File: src/rtl/prog_seq_pkg.sv
package prog_seq_pkg;

  // control-pin patterns, MSB first
  localparam logic [4:0] SEL_IDLE  = 5'b00000;
  localparam logic [4:0] SEL_CODE  = 5'b01111;
  localparam logic [4:0] SEL_CRYPT = 5'b01101;
  localparam logic [4:0] SEL_LOCK1 = 5'b11111;
  localparam logic [4:0] SEL_LOCK2 = 5'b11100;
  localparam logic [4:0] SEL_LOCK3 = 5'b10110;
  localparam logic [4:0] SEL_VFY   = 5'b00011;

  typedef enum logic [3:0] {
    S_IDLE, S_DATA, S_PINS, S_SETUP, S_VPP, S_LOW,
    S_HIGH, S_VHOLD, S_AHOLD, S_VFY, S_DONE
  } seq_state_e;

  function automatic logic is_code(input logic [2:0] rgn);
    return (rgn == 3'd0) || (rgn > 3'd4);
  endfunction

  function automatic logic [4:0] sel_for(input logic [2:0] rgn);
    case (rgn)
      3'd1:    return SEL_CRYPT;
      3'd2:    return SEL_LOCK1;
      3'd3:    return SEL_LOCK2;
      3'd4:    return SEL_LOCK3;
      default: return SEL_CODE;
    endcase
  endfunction

endpackage

File: src/rtl/pps_timer.sv
module pps_timer #(
  parameter int W = 9
) (
  input  logic         clk,
  input  logic         rst,
  input  logic         load,
  input  logic [W-1:0] val,
  output logic         zero
);
  logic [W-1:0] cnt;

  always_ff @(posedge clk) begin
    if (rst)              cnt <= '0;
    else if (load)        cnt <= val;
    else if (cnt != '0)   cnt <= cnt - 1'b1;
  end

  assign zero = (cnt == '0);
endmodule

File: src/rtl/pps_pulse_cnt.sv
module pps_pulse_cnt #(
  parameter int W = 5
) (
  input  logic         clk,
  input  logic         rst,
  input  logic         load,
  input  logic [W-1:0] num,
  input  logic         dec,
  output logic         last
);
  logic [W-1:0] left;

  always_ff @(posedge clk) begin
    if (rst)                      left <= '0;
    else if (load)                left <= num;
    else if (dec && left != '0)   left <= left - 1'b1;
  end

  assign last = (left == W'(1));
endmodule

File: src/rtl/pps_verify.sv
module pps_verify #(
  parameter int ADDR_W = 15
) (
  input  logic              clk,
  input  logic              rst,
  input  logic              strobe,
  input  logic [7:0]        exp_data,
  input  logic [7:0]        rd_data,
  input  logic [ADDR_W-1:0] addr,
  output logic              mismatch,
  output logic              err_flag,
  output logic [ADDR_W-1:0] err_addr
);
  assign mismatch = (rd_data != exp_data);

  always_ff @(posedge clk) begin
    if (rst) begin
      err_flag <= 1'b0;
      err_addr <= '0;
    end else if (strobe && mismatch && !err_flag) begin
      err_flag <= 1'b1;
      err_addr <= addr;
    end
  end
endmodule

File: src/rtl/eprom_prog_seq.sv
module eprom_prog_seq
  import prog_seq_pkg::*;
#(
  parameter int ADDR_W      = 15,
  parameter int CLK_PER_US  = 2,
  parameter int DEV_DIV     = 1,
  parameter int PULSE_US    = 100,
  parameter int GAP_US      = 10,
  parameter int VPP_US      = 10,
  parameter int SETUP_DEV   = 48,
  parameter int VFY_DEV     = 48,
  parameter int CODE_PULSES = 5,
  parameter int AUX_PULSES  = 25
) (
  input  logic              clk,
  input  logic              rst,
  input  logic              cmd_valid,
  output logic              cmd_ready,
  input  logic [2:0]        cmd_region,
  input  logic [ADDR_W-1:0] cmd_addr,
  input  logic [7:0]        cmd_data,
  input  logic              cmd_verify,
  output logic [ADDR_W-1:0] addr_o,
  output logic [7:0]        data_o,
  output logic              data_oe,
  input  logic [7:0]        rd_data,
  output logic [4:0]        mode_sel,
  output logic              vpp_en,
  output logic              prog_n,
  output logic              done,
  output logic              pass,
  output logic              err_flag,
  output logic [ADDR_W-1:0] err_addr
);
  localparam int PULSE_CYC = PULSE_US * CLK_PER_US;
  localparam int GAP_CYC   = GAP_US * CLK_PER_US;
  localparam int VPP_CYC   = VPP_US * CLK_PER_US;
  localparam int SETUP_CYC = SETUP_DEV * DEV_DIV;
  localparam int HOLD_CYC  = SETUP_DEV * DEV_DIV;
  localparam int VFY_CYC   = VFY_DEV * DEV_DIV;
  localparam int MAX_A     = (PULSE_CYC > GAP_CYC) ? PULSE_CYC : GAP_CYC;
  localparam int MAX_B     = (VPP_CYC > SETUP_CYC) ? VPP_CYC : SETUP_CYC;
  localparam int MAX_AB    = (MAX_A > MAX_B) ? MAX_A : MAX_B;
  localparam int MAX_CYC   = (MAX_AB > VFY_CYC) ? MAX_AB : VFY_CYC;
  localparam int TMR_W     = $clog2(MAX_CYC + 1);
  localparam int MAX_PUL   = (AUX_PULSES > CODE_PULSES) ? AUX_PULSES : CODE_PULSES;
  localparam int PC_W      = $clog2(MAX_PUL + 1);

  seq_state_e st, nxt;
  logic             tmr_load, tmr_zero;
  logic [TMR_W-1:0] tmr_val;
  logic             pc_load, pc_dec, pc_last;
  logic [PC_W-1:0]  pc_num;
  logic             vstrobe, mismatch;
  logic [7:0]       dat_q;
  logic [2:0]       rgn_q;
  logic             vfy_q;

  pps_timer #(.W(TMR_W)) u_tmr (
    .clk(clk), .rst(rst), .load(tmr_load), .val(tmr_val), .zero(tmr_zero)
  );

  assign pc_num = is_code(cmd_region) ? PC_W'(CODE_PULSES) : PC_W'(AUX_PULSES);

  pps_pulse_cnt #(.W(PC_W)) u_pc (
    .clk(clk), .rst(rst), .load(pc_load), .num(pc_num), .dec(pc_dec), .last(pc_last)
  );

  pps_verify #(.ADDR_W(ADDR_W)) u_vfy (
    .clk(clk), .rst(rst), .strobe(vstrobe), .exp_data(data_o), .rd_data(rd_data),
    .addr(addr_o), .mismatch(mismatch), .err_flag(err_flag), .err_addr(err_addr)
  );

  always_comb begin
    nxt      = st;
    tmr_load = 1'b0;
    tmr_val  = '0;
    pc_load  = 1'b0;
    pc_dec   = 1'b0;
    vstrobe  = 1'b0;
    case (st)
      S_IDLE: if (cmd_valid) begin
        nxt     = S_DATA;
        pc_load = 1'b1;
      end
      S_DATA: nxt = S_PINS;
      S_PINS: begin
        nxt = S_SETUP; tmr_load = 1'b1; tmr_val = TMR_W'(SETUP_CYC - 1);
      end
      S_SETUP: if (tmr_zero) begin
        nxt = S_VPP; tmr_load = 1'b1; tmr_val = TMR_W'(VPP_CYC - 1);
      end
      S_VPP: if (tmr_zero) begin
        nxt = S_LOW; tmr_load = 1'b1; tmr_val = TMR_W'(PULSE_CYC - 1);
      end
      S_LOW: if (tmr_zero) begin
        pc_dec   = 1'b1;
        tmr_load = 1'b1;
        if (pc_last) begin
          nxt = S_VHOLD; tmr_val = TMR_W'(VPP_CYC - 1);
        end else begin
          nxt = S_HIGH;  tmr_val = TMR_W'(GAP_CYC - 1);
        end
      end
      S_HIGH: if (tmr_zero) begin
        nxt = S_LOW; tmr_load = 1'b1; tmr_val = TMR_W'(PULSE_CYC - 1);
      end
      S_VHOLD: if (tmr_zero) begin
        nxt = S_AHOLD; tmr_load = 1'b1; tmr_val = TMR_W'(HOLD_CYC - 1);
      end
      S_AHOLD: if (tmr_zero) begin
        if (vfy_q) begin
          nxt = S_VFY; tmr_load = 1'b1; tmr_val = TMR_W'(VFY_CYC - 1);
        end else begin
          nxt = S_DONE;
        end
      end
      S_VFY: if (tmr_zero) begin
        nxt = S_DONE; vstrobe = 1'b1;
      end
      S_DONE:  nxt = S_IDLE;
      default: nxt = S_IDLE;
    endcase
  end

  always_ff @(posedge clk) begin
    if (rst) begin
      st        <= S_IDLE;
      cmd_ready <= 1'b1;
      addr_o    <= '0;
      data_o    <= '0;
      data_oe   <= 1'b0;
      mode_sel  <= SEL_IDLE;
      vpp_en    <= 1'b0;
      prog_n    <= 1'b1;
      done      <= 1'b0;
      pass      <= 1'b0;
      dat_q     <= '0;
      rgn_q     <= '0;
      vfy_q     <= 1'b0;
    end else begin
      st   <= nxt;
      done <= 1'b0;
      if (nxt != st) begin
        case (nxt)
          S_DATA: begin
            cmd_ready <= 1'b0;
            addr_o    <= cmd_addr;
            dat_q     <= cmd_data;
            rgn_q     <= cmd_region;
            vfy_q     <= cmd_verify && is_code(cmd_region);
          end
          S_PINS: begin
            data_o  <= dat_q;
            data_oe <= 1'b1;
          end
          S_SETUP: mode_sel <= sel_for(rgn_q);
          S_VPP:   vpp_en   <= 1'b1;
          S_LOW:   prog_n   <= 1'b0;
          S_HIGH,
          S_VHOLD: prog_n   <= 1'b1;
          S_AHOLD: vpp_en   <= 1'b0;
          S_VFY: begin
            mode_sel <= SEL_VFY;
            data_oe  <= 1'b0;
          end
          S_DONE: begin
            done     <= 1'b1;
            pass     <= vfy_q ? !mismatch : 1'b1;
            data_oe  <= 1'b0;
            mode_sel <= SEL_IDLE;
          end
          S_IDLE:  cmd_ready <= 1'b1;
          default: ;
        endcase
      end
    end
  end
endmodule

File: config.mk
export PLATFORM = sky130hd
export DESIGN_NAME = eprom_prog_seq
export DESIGN_NICKNAME = d
export VERILOG_FILES = /design/src/rtl/prog_seq_pkg.sv /design/src/rtl/pps_timer.sv /design/src/rtl/pps_pulse_cnt.sv /design/src/rtl/pps_verify.sv /design/src/rtl/eprom_prog_seq.sv
export SDC_FILE = /design/constraint.sdc
export NUM_CORES = 1
export LEC_CHECK = 0
export BUFFER_PORTS_ARGS = -buffer_cell sky130_fd_sc_hd__buf_2
export CORE_MARGIN = 8
export CORE_UTILIZATION = 40
export CTS_BUF_LIST = sky130_fd_sc_hd__clkbuf_8 sky130_fd_sc_hd__clkbuf_16
export DETAILED_ROUTE_END_ITERATION = 8
export PLACE_DENSITY = 0.62
export SLEW_MARGIN = 10
export SYNTH_ARGS = -nofsm -noshare
export SYNTH_HDL_FRONTEND = slang
export SYNTH_SLANG_ARGS = --single-unit
File: constraint.sdc
create_clock -name clk -period 6.7 [get_ports clk]
set_input_delay 1.005 -clock clk [delete_from_list [all_inputs] [get_ports clk]]
set_output_delay 1.005 -clock clk [all_outputs]
set_load 0.01 [all_outputs]
**Word level (Yosys, flattened, before mapping)**

Cells that the tools add are included.
Widths: inputs -> output; s select.

- Word-level logic and storage cells: 118
- Input bits: 38
- Register bits after elaboration: 79

- Multiplexer cells: 37
- Add/subtract/negate cells: 2
- Reduce and logical (&&, ||, !) cells: 34
- Bitwise gates (word level): 1
- $lt $le $gt $ge: 1
- Equal/unequal tests: 26

Operator list:

| cell | number |
|---|---|
| $pmux 8 s5 | 1 |
| $pmux 4 s9 | 1 |
| $eq 4x3->1 const B | 8 |
| $mux 4 | 7 |
| $mux 8 | 3 |
| $eq 4x4->1 const B | 5 |
| $mux 5 | 4 |
| $pmux 5 s4 | 1 |
| $mux 6 | 3 |
| $eq 4x2->1 const B | 4 |
| $reduce_and 2->1 | 8 |
| $pmux 5 s3 | 1 |
| $reduce_bool 2->1 | 6 |
| $mux 1 | 10 |
| $reduce_or 2->1 | 5 |
| $eq 4x1->1 const B | 2 |
| $logic_not 4->1 | 2 |
| $logic_not 8->1 | 1 |
| $ne 8x8->1 | 1 |
| $pmux 1 s2 | 4 |
| $reduce_bool 8->1 | 1 |
| $sub 8x1->8 const B | 1 |
| $eq 3x2->1 const B | 2 |
| $eq 5x1->1 const B | 1 |
| other kinds (15) | 19 |

**Depth between registers and ports, before layout**

Gate-level depths: netlist of the first run.

- Depth in word-level cells: 8
- Gate-level depth with buffers: 8
- Depth with buffers taken out: 7

**Hierarchy**

From an unflattened synthesis of the first run, not the netlist that was laid out.

- Cells, all modules: 439
- Area total of the unflattened synthesis: 3693.5 sq um

Modules (own cells, without submodules):

| module | cells each | area each (sq um) | times used |
|---|---|---|---|
| eprom_prog_seq | 267 | 2073.2 | 1 |
| pps_verify | 79 | 812.0 | 1 |
| pps_timer | 53 | 475.5 | 1 |
| pps_pulse_cnt | 40 | 332.8 | 1 |

**Worst setup path before layout of the first run**

Ideal clock, no wire load.

- Path type: input to register
- From: input rd_data[7]
- To: register u_vfy.err_addr[10]
- Stages on the path: 6
- Path buffers: 1
- Data required time: 6.572 ns
- Data arrival time: 2.255 ns
- Setup slack: 4.317 ns
- Cell sequence: xor2_1 nor4_1 a2111oi_4 buf_6 mux2i_1 nor2_1

- Cells in the longest elaborated chain, start to end: 3

Ends and longest elaborated chain:

| item | line | RTL |
|---|---|---|
| start: declaration | eprom_prog_seq.sv:26 | `input logic [7:0] rd_data,` |
| $ne 8x8->1 | pps_verify.sv:14 | `assign mismatch = (rd_data != exp_data);` |
| $logic_and 1x1->1 (2 in series) | pps_verify.sv:20 | `end else if (strobe && mismatch && !err_flag) begin` |
| end signal: assignment | pps_verify.sv:22 | `err_addr <= addr;` |
| end: declaration | pps_verify.sv:12 | `output logic [ADDR_W-1:0] err_addr` |

No other way between the ends.
A chain may end at the register's enable or synchronous reset.

**Worst setup path after layout of the first run**

- From: register u_tmr.cnt[0]
- To: register prog_n

- Cells in the longest elaborated chain, start to end: 7

Ends and longest elaborated chain:

| item | line | RTL |
|---|---|---|
| start: declaration | pps_timer.sv:10 | `logic [W-1:0] cnt;` |
| start signal: assignment | pps_timer.sv:14 | `else if (load) cnt <= val;` |
| start signal: assignment | pps_timer.sv:15 | `else if (cnt != '0) cnt <= cnt - 1'b1;` |
| $logic_not 8->1 (*) | pps_timer.sv:18 | `assign zero = (cnt == '0);` |
| $mux 4 (tied with other cells) | eprom_prog_seq.sv:118 | `S_VFY: if (tmr_zero) begin` |
| $pmux 4 s9 (*) | eprom_prog_seq.sv:81 | `case (st)` |
| $eq 4x3->1 | eprom_prog_seq.sv:145 | `case (nxt)` |
| $reduce_or 2->1 | eprom_prog_seq.sv:145 |  |
| $reduce_bool 2->1 (no source line) | n/a |  |
| $reduce_and 2->1 (no source line) | n/a |  |
| end signal: assignment | eprom_prog_seq.sv:135 | `prog_n <= 1'b1;` |
| end signal: assignment | eprom_prog_seq.sv:159 | `S_LOW: prog_n <= 1'b0;` |
| end signal: assignment | eprom_prog_seq.sv:161 | `S_VHOLD: prog_n <= 1'b1;` |
| end: declaration | eprom_prog_seq.sv:29 | `output logic prog_n,` |

Every way passes the cells marked *; elsewhere a longest branch is shown, timed or not.

==> results of run 1 <==
-- routing by layer --
layer	vias to the layer above	part of all wire, %	GRT usage, %
li1	1567	-	-
met1	1437	46	19.4
met2	93	45	24.0
met3	12	7.6	5.85
met4	0	1.3	5.87
met5	-	0	0
-- cell families (layout without fill, tap and decap cells) --
group | after synthesis | in the layout | synth area share, %
buffers and inverters | 29 | 114 | 3.39
AND/OR/NAND/NOR | 164 | 164 | 22.6
flip-flops | 79 | 79 | 46.0
adder cells (fa/ha/maj) | 5 | 5 | 1.82
XOR/XNOR | 19 | 19 | 4.84
multiplexers | 16 | 16 | 4.70
AO/OA/AOI/OAI | 95 | 95 | 16.6
-- worst max-delay path: stages, from the launching register on --
cell,delay [ns]
dfxtp_1,0.34
inv_1,0.12
ha_1,0.20
nor3b_2,0.42
nand2_1,0.37
o311ai_0,0.70
o221ai_1,0.23
-- worst max path at each step --
stage	endpoint	slack, ns	depth (start not counted)
floorplan	u_vfy.err_addr[10]	4.32	6
global placement	u_vfy.err_addr[8]	4.14	7
detailed placement	u_vfy.err_addr[4]	4.11	7
CTS	prog_n	4.20	6
global route	prog_n	3.87	6
finish	prog_n	4.15	6
-- final cells by class --
cell class,count,share of cell area [%]
Timing Repair Buffer,90,11.1
Tap cell,108,3.26
Multi-Input combinational cell,299,42.0
Clock buffer,9,2.99
Inverter,8,0.725
Sequential cell,79,38.2
Clock inverter,7,1.78
-- synth_stat cells, types with 2 or more instances --
| master | number | area [µm²] |
|---|---|---|
| a21oi_1 | 56 | 280 |
| a221oi_1 | 2 | 17.5 |
| a22oi_1 | 2 | 15.0 |
| a31oi_1 | 3 | 18.8 |
| and2_1 | 3 | 18.8 |
| and3_1 | 3 | 18.8 |
| clkbuf_1 | 20 | 75.1 |
| dfxtp_1 | 79 | 1580 |
| ha_1 | 5 | 62.6 |
| inv_1 | 8 | 30.0 |
| mux2i_1 | 15 | 150 |
| nand2_1 | 82 | 308 |
| nand2b_1 | 3 | 18.8 |
| nand3_1 | 6 | 30.0 |
| nand4_1 | 3 | 18.8 |
| nor2_1 | 31 | 116 |
| nor2b_1 | 3 | 18.8 |
| nor3_1 | 9 | 45.0 |
| nor3b_1 | 3 | 22.5 |
| nor4_1 | 3 | 18.8 |
| o21ai_0 | 12 | 60.1 |
| o22ai_1 | 3 | 18.8 |
| o311ai_0 | 2 | 17.5 |
| o31ai_1 | 3 | 22.5 |
| or2_2 | 2 | 12.5 |
| or3b_2 | 2 | 17.5 |
| or4_1 | 2 | 15.0 |
| xnor2_1 | 5 | 43.8 |
| xor2_1 | 14 | 123 |
-- cells in the final DEF (no fill, tap or decap), drive strengths merged, types with 5 or more instances in the layout --
cell and n:
buf 90, nand3 7, nor2 32, nor3 9, a21oi 56, inv 8, nand2 82, xor2 14
o21ai 12, clkbuf 9, xnor2 5, dfxtp 79, ha 5, mux2i 15, clkinv 5
-- registers in the layout, summed over array words and instances (netlist names) --
signal and cells:
u_vfy.err_addr 15, mode_sel 5, u_tmr.cnt 8, vpp_en 1, prog_n 1, done 1, pass 1, cmd_ready 1
addr_o 15, u_vfy.err_flag 1, dat_q 8, vfy_q 1, data_o 8, st 4, data_oe 1, rgn_q 3
u_pc.left 5
-- metrics by stage --
step	total power, µW	hold slack [ns]
floorplan	888	0.432
global placement	995	0.441
detailed placement	1010	0.446
CTS	1360	0.458
global route	1440	0.485
finish	1350	0.455
-- report_power, final --
group | internal [µW] | switching (µW)
combinational | 160 | 243
clock | 172 | 180
sequential | 529 | 65.1
total | 861 | 488
==> results.sh, run 1 <==
export IMPL_finalHoldViolCount=0
export IMPL_synth_edff_count=0
export IMPL_path_clk_slew_ns=0.09
export IMPL_yosys_register_bits=79
export IMPL_critical_path_class="reg -> reg"
export IMPL_row_count=34
export IMPL_die_w_um=109
export IMPL_irDropWorstVdd_v=0.000124
export IMPL_synth_nets=450
export IMPL_r2r_setup_slack_ns=4.15
export IMPL_io_pins=88
export IMPL_hold_depth=2
export IMPL_grt_overflow=0
export IMPL_die_height_um=109
export IMPL_rsz0062_at_grt="false"
export IMPL_drt_iter0_markers=132
export IMPL_max_cap_violations=0
export IMPL_slew_limit_headroom_pct=31.5
export IMPL_grt_pass1_vias=3085
export IMPL_place_hpwl_um=6360
export IMPL_end_kind="register"
export IMPL_grt_pass1_wl_um=14700
export IMPL_worstPathMaxFanout=12
export IMPL_layout_setup_ws_ns=4.15
export IMPL_fin_crit_sh_pct=38.0
export IMPL_drive_gt1_share_pct=24.2
export IMPL_fillCellCount=873
export IMPL_async_reset_ff_share_pct=0
export IMPL_hold_buffers=0
export IMPL_synth_area_mm2=0.00344
export IMPL_track_usage_pct=15.6
export IMPL_h_tree_depth=3
export IMPL_grt_antenna_before_repair=0
export IMPL_cts_resized=0
export IMPL_finalSetupViolCount=0
export IMPL_clkSinkCount=79
export IMPL_pre_cts_ws_ns=4.11
export IMPL_grt_max_degree=74
export IMPL_multi_input_area_mm2=0.00174
export IMPL_die_area_mm2=0.0118
export IMPL_start_util_pct=40.4
export IMPL_seq_area_frac_synth_pct=46.0
export IMPL_viasPerCell=5.18
export IMPL_worst_r2r_path_depth=6
export IMPL_wl_per_cell_um=14.9
export IMPL_tightest_slew_ns=1.03
export IMPL_vias=3109
export IMPL_layout_min_cycle_time_ns=2.55
export IMPL_num_antenna_cells=0
export IMPL_cts_buffers=9
export IMPL_clk_latency_ns=0.36
export IMPL_dp_cells=584
export IMPL_seq_area_mm2=0.00158
export IMPL_timing_rr_start="u_tmr.cnt[0]"
export IMPL_clock_root_buffer="clkbuf_8"
export IMPL_place_area_mm2=0.00394
export IMPL_drtPass1Iterations=4
export IMPL_cp_arrival_ns=2.75
export IMPL_start_kind="register"
export IMPL_core_area_mm2=0.00851
export IMPL_cp_startpoint="u_tmr.cnt[0]"
export IMPL_hold_path_class="reg -> reg"
export IMPL_instances_no_fill=600
export IMPL_drc=0
export IMPL_gp_congestion=0.799
export IMPL_totalWireLength_um=8920
export IMPL_setup_tns_ns=0
export IMPL_yosys_warnings=0
export IMPL_cts_setup_buffers=0
export IMPL_synthCells=407
export IMPL_avgSynthCellArea_um2=8.44
export IMPL_nets=530
export IMPL_status="complete, no violations"
export IMPL_min_delay_start="dat_q[4]"
export IMPL_cts_tree="done"
export IMPL_leakage_uw=0.00172
export IMPL_min_to="data_o[4]"
export IMPL_critPathRequiredTime_ns=6.90
export IMPL_synth_flop_cell="dfxtp_1"
export IMPL_fmax_ghz=0.393
export IMPL_cellPowerDensity_mw_per_mm2=326
export IMPL_cts_buffer_depth=2
export IMPL_synthDistinctLibCells=52
export IMPL_finalCoreUtilization_pct=48.7
export IMPL_clock_skew_final_ns=0.00915
export IMPL_portBuffers=87
export IMPL_slew_violations=0
export IMPL_fin_area_mm2=0.00414
export IMPL_reg2reg_to="prog_n"
export IMPL_syn2layout_area_growth_pct=20.5
export IMPL_ant_nets=0
(Power assumes the default switching activity.)
==> run 2, diff against run 1 <==
--- a/config.mk
+++ b/config.mk
@@ -10,7 +10,7 @@
 export CORE_UTILIZATION = 40
 export CTS_BUF_LIST = sky130_fd_sc_hd__clkbuf_8 sky130_fd_sc_hd__clkbuf_16
 export DETAILED_ROUTE_END_ITERATION = 8
-export PLACE_DENSITY = 0.62
+export PLACE_DENSITY = 0.64
 export SLEW_MARGIN = 10
 export SYNTH_ARGS = -nofsm -noshare
 export SYNTH_HDL_FRONTEND = slang
==> constraint.sdc (replaced) <==
create_clock -name clk -period 2.1 [get_ports clk]
set_input_delay 0.315 -clock clk [delete_from_list [all_inputs] [get_ports clk]]
set_output_delay 0.315 -clock clk [all_outputs]
set_load 0.01 [all_outputs]
==> results.sh, run 2 (synthesized netlist as in run 1, its figures left out) <==
export IMPL_slowest_delay_ns=0.50
export IMPL_gp_congestion=0.831
export IMPL_use_met3_pct=5.85
export IMPL_instances_no_fill=621
export IMPL_viasPerCell=5.18
export IMPL_totalPowerFinal_uw=4480
export IMPL_hold_path_class="in -> reg"
export IMPL_ant_nets=0
export IMPL_fin_crit_sh_pct=93.6
export IMPL_portBuffers=87
export IMPL_nets=552
export IMPL_die_height_um=109
export IMPL_grtUsageMet1_pct=20.1
export IMPL_cts_buffers=9
export IMPL_grt_busiest_layer="met2"
export IMPL_vias=3219
export IMPL_layout_common_cells="buf_2, nand2_1, dfxtp_1"
export IMPL_clkSinkCount=79
export IMPL_critical_path_class="reg -> reg"
export IMPL_clock_root_buffer="clkbuf_8"
export IMPL_drc=0
export IMPL_start_util_pct=40.4
export IMPL_dp_cells=606
export IMPL_place_hpwl_um=6770
export IMPL_drtPass1Iterations=4
export IMPL_crit_family="simple AND/OR/NAND/NOR gates"
export IMPL_grt_overflow=0
export IMPL_setup_tns_ns=0
export IMPL_slew_limit_headroom_pct=69.6
export IMPL_drive_gt1_share_pct=27.9
export IMPL_critPathRequiredTime_ns=2.29
export IMPL_critPathSlowestCell="or4_4"
export IMPL_grt_max_degree=66
export IMPL_use_met2_pct=24.3
export IMPL_irDropWorstVdd_v=0.000459
export IMPL_layout_min_cycle_time_ns=1.97
export IMPL_worstPathMaxFanout=5
export IMPL_track_usage_pct=15.9
export IMPL_cts_setup_buffers=0
export IMPL_drt_iter0_markers=180
export IMPL_row_count=34
export IMPL_cp_arrival_ns=2.16
export IMPL_tightest_slew_ns=0.449
export IMPL_path_clk_slew_ns=0.08
export IMPL_max_cap_violations=0
export IMPL_clk_latency_ns=0.34
export IMPL_cts_tree="done"
export IMPL_io_pins=88
export IMPL_h_tree_depth=3
export IMPL_fillCellCount=850
export IMPL_grt_pass1_wl_um=15200
export IMPL_die_w_um=109
export IMPL_end_kind="register"
export IMPL_hold_buffers=0
export IMPL_rsz0062_at_grt="false"
export IMPL_wl_per_cell_um=14.8
export IMPL_syn2layout_area_growth_pct=26.4
export IMPL_slew_violations=0
export IMPL_critPathBufInv=2
export IMPL_finalSetupViolCount=0
export IMPL_fmax_ghz=0.509
export IMPL_totalWireLength_um=9180
export IMPL_num_antenna_cells=0
export IMPL_finalHoldViolCount=0
export IMPL_final_common_cell="buf_2"
export IMPL_die_area_mm2=0.0118
export IMPL_start_kind="register"
export IMPL_status="complete, no violations"
export IMPL_finalCoreUtilization_pct=51.1
export IMPL_leakage_uw=0.00183
export IMPL_cellPowerDensity_mw_per_mm2=1030
export IMPL_crit_chain="inv_1, ha_2, nor3b_4, buf_4, nand2_1, or4_4, o21ai_0, o221ai_1"
export IMPL_reg_top3="addr_o: 15 flops, u_vfy.err_addr: 15 flops"
export IMPL_clock_skew_final_ns=0.0116
export IMPL_grt_antenna_before_repair=1
export IMPL_grt_pass1_vias=3231
export IMPL_core_area_mm2=0.00851
export IMPL_cts_buffer_depth=2
[run 2: timing repair]
action / CTS / global route
gates cloned: 0 / 0
endpoints found under the setup margin: 1 / 19
pin swaps: 0 / 1
endpoints found under the hold margin: 0 / 0
resized for setup: 1 / 7
[run 2: per-stage QoR]
step,area [µm²],hold slack [ns],worst slack (ns)
2_1_floorplan,3440,0.432,0.00547
3_3_place_gp,4130,0.444,0.125
3_5_place_dp,4130,0.448,0.0334
4_1_cts,4320,0.186,0.0607
5_1_grt,4340,0.185,0.0243
6_report,4340,0.203,0.134
[run 2: area by class of cell]
type / instances / area, µm² / share of cell area [%]
clock buffers: 9 / 124 / 2.85
clock inverters: 6 / 62.6 / 1.44
inverters: 8 / 30.0 / 0.691
multi-input cells: 299 / 1760 / 40.6
flip-flops and latches: 79 / 1580 / 36.4
well taps: 108 / 135 / 3.11
repair buffers: 112 / 648 / 14.9
[run 2: routing by layer]
metal / vias up / share of wire, %
li1: 1613 / -
met1: 1486 / 45
met2: 106 / 45
met3: 12 / 8.9
met4: 2 / 1.3
met5: - / 0.087
[run 2: worst reg2reg max path, delay by kind of cell, from the launching register on]
kind                       cells  cell delay [ns]
DFF                            1             0.36
adders and majority gates      1             0.19
and+or+nand+nor                3             0.81
AOI/OAI and AO/OA              2             0.20
buffers and inverters          2             0.25
[run 2: path summary, 6_finish.rpt]
path	cells past startpoint	slack (ns)	startpoint	endpoint
worst min register to register	2	0.46	dat_q[0]	dat_q[0]
worst max-delay path	8	0.13	u_tmr.cnt[1]	prog_n
worst min-delay path	3	0.20	cmd_addr[4]	addr_o[4]
worst max register to register	8	0.13	u_tmr.cnt[1]	prog_n
[run 2: report_power, final]
| part | internal, µW | switching, µW |
|---|---|---|
| clock network | 541 | 550 |
| logic | 672 | 828 |
| registers | 1690 | 209 |
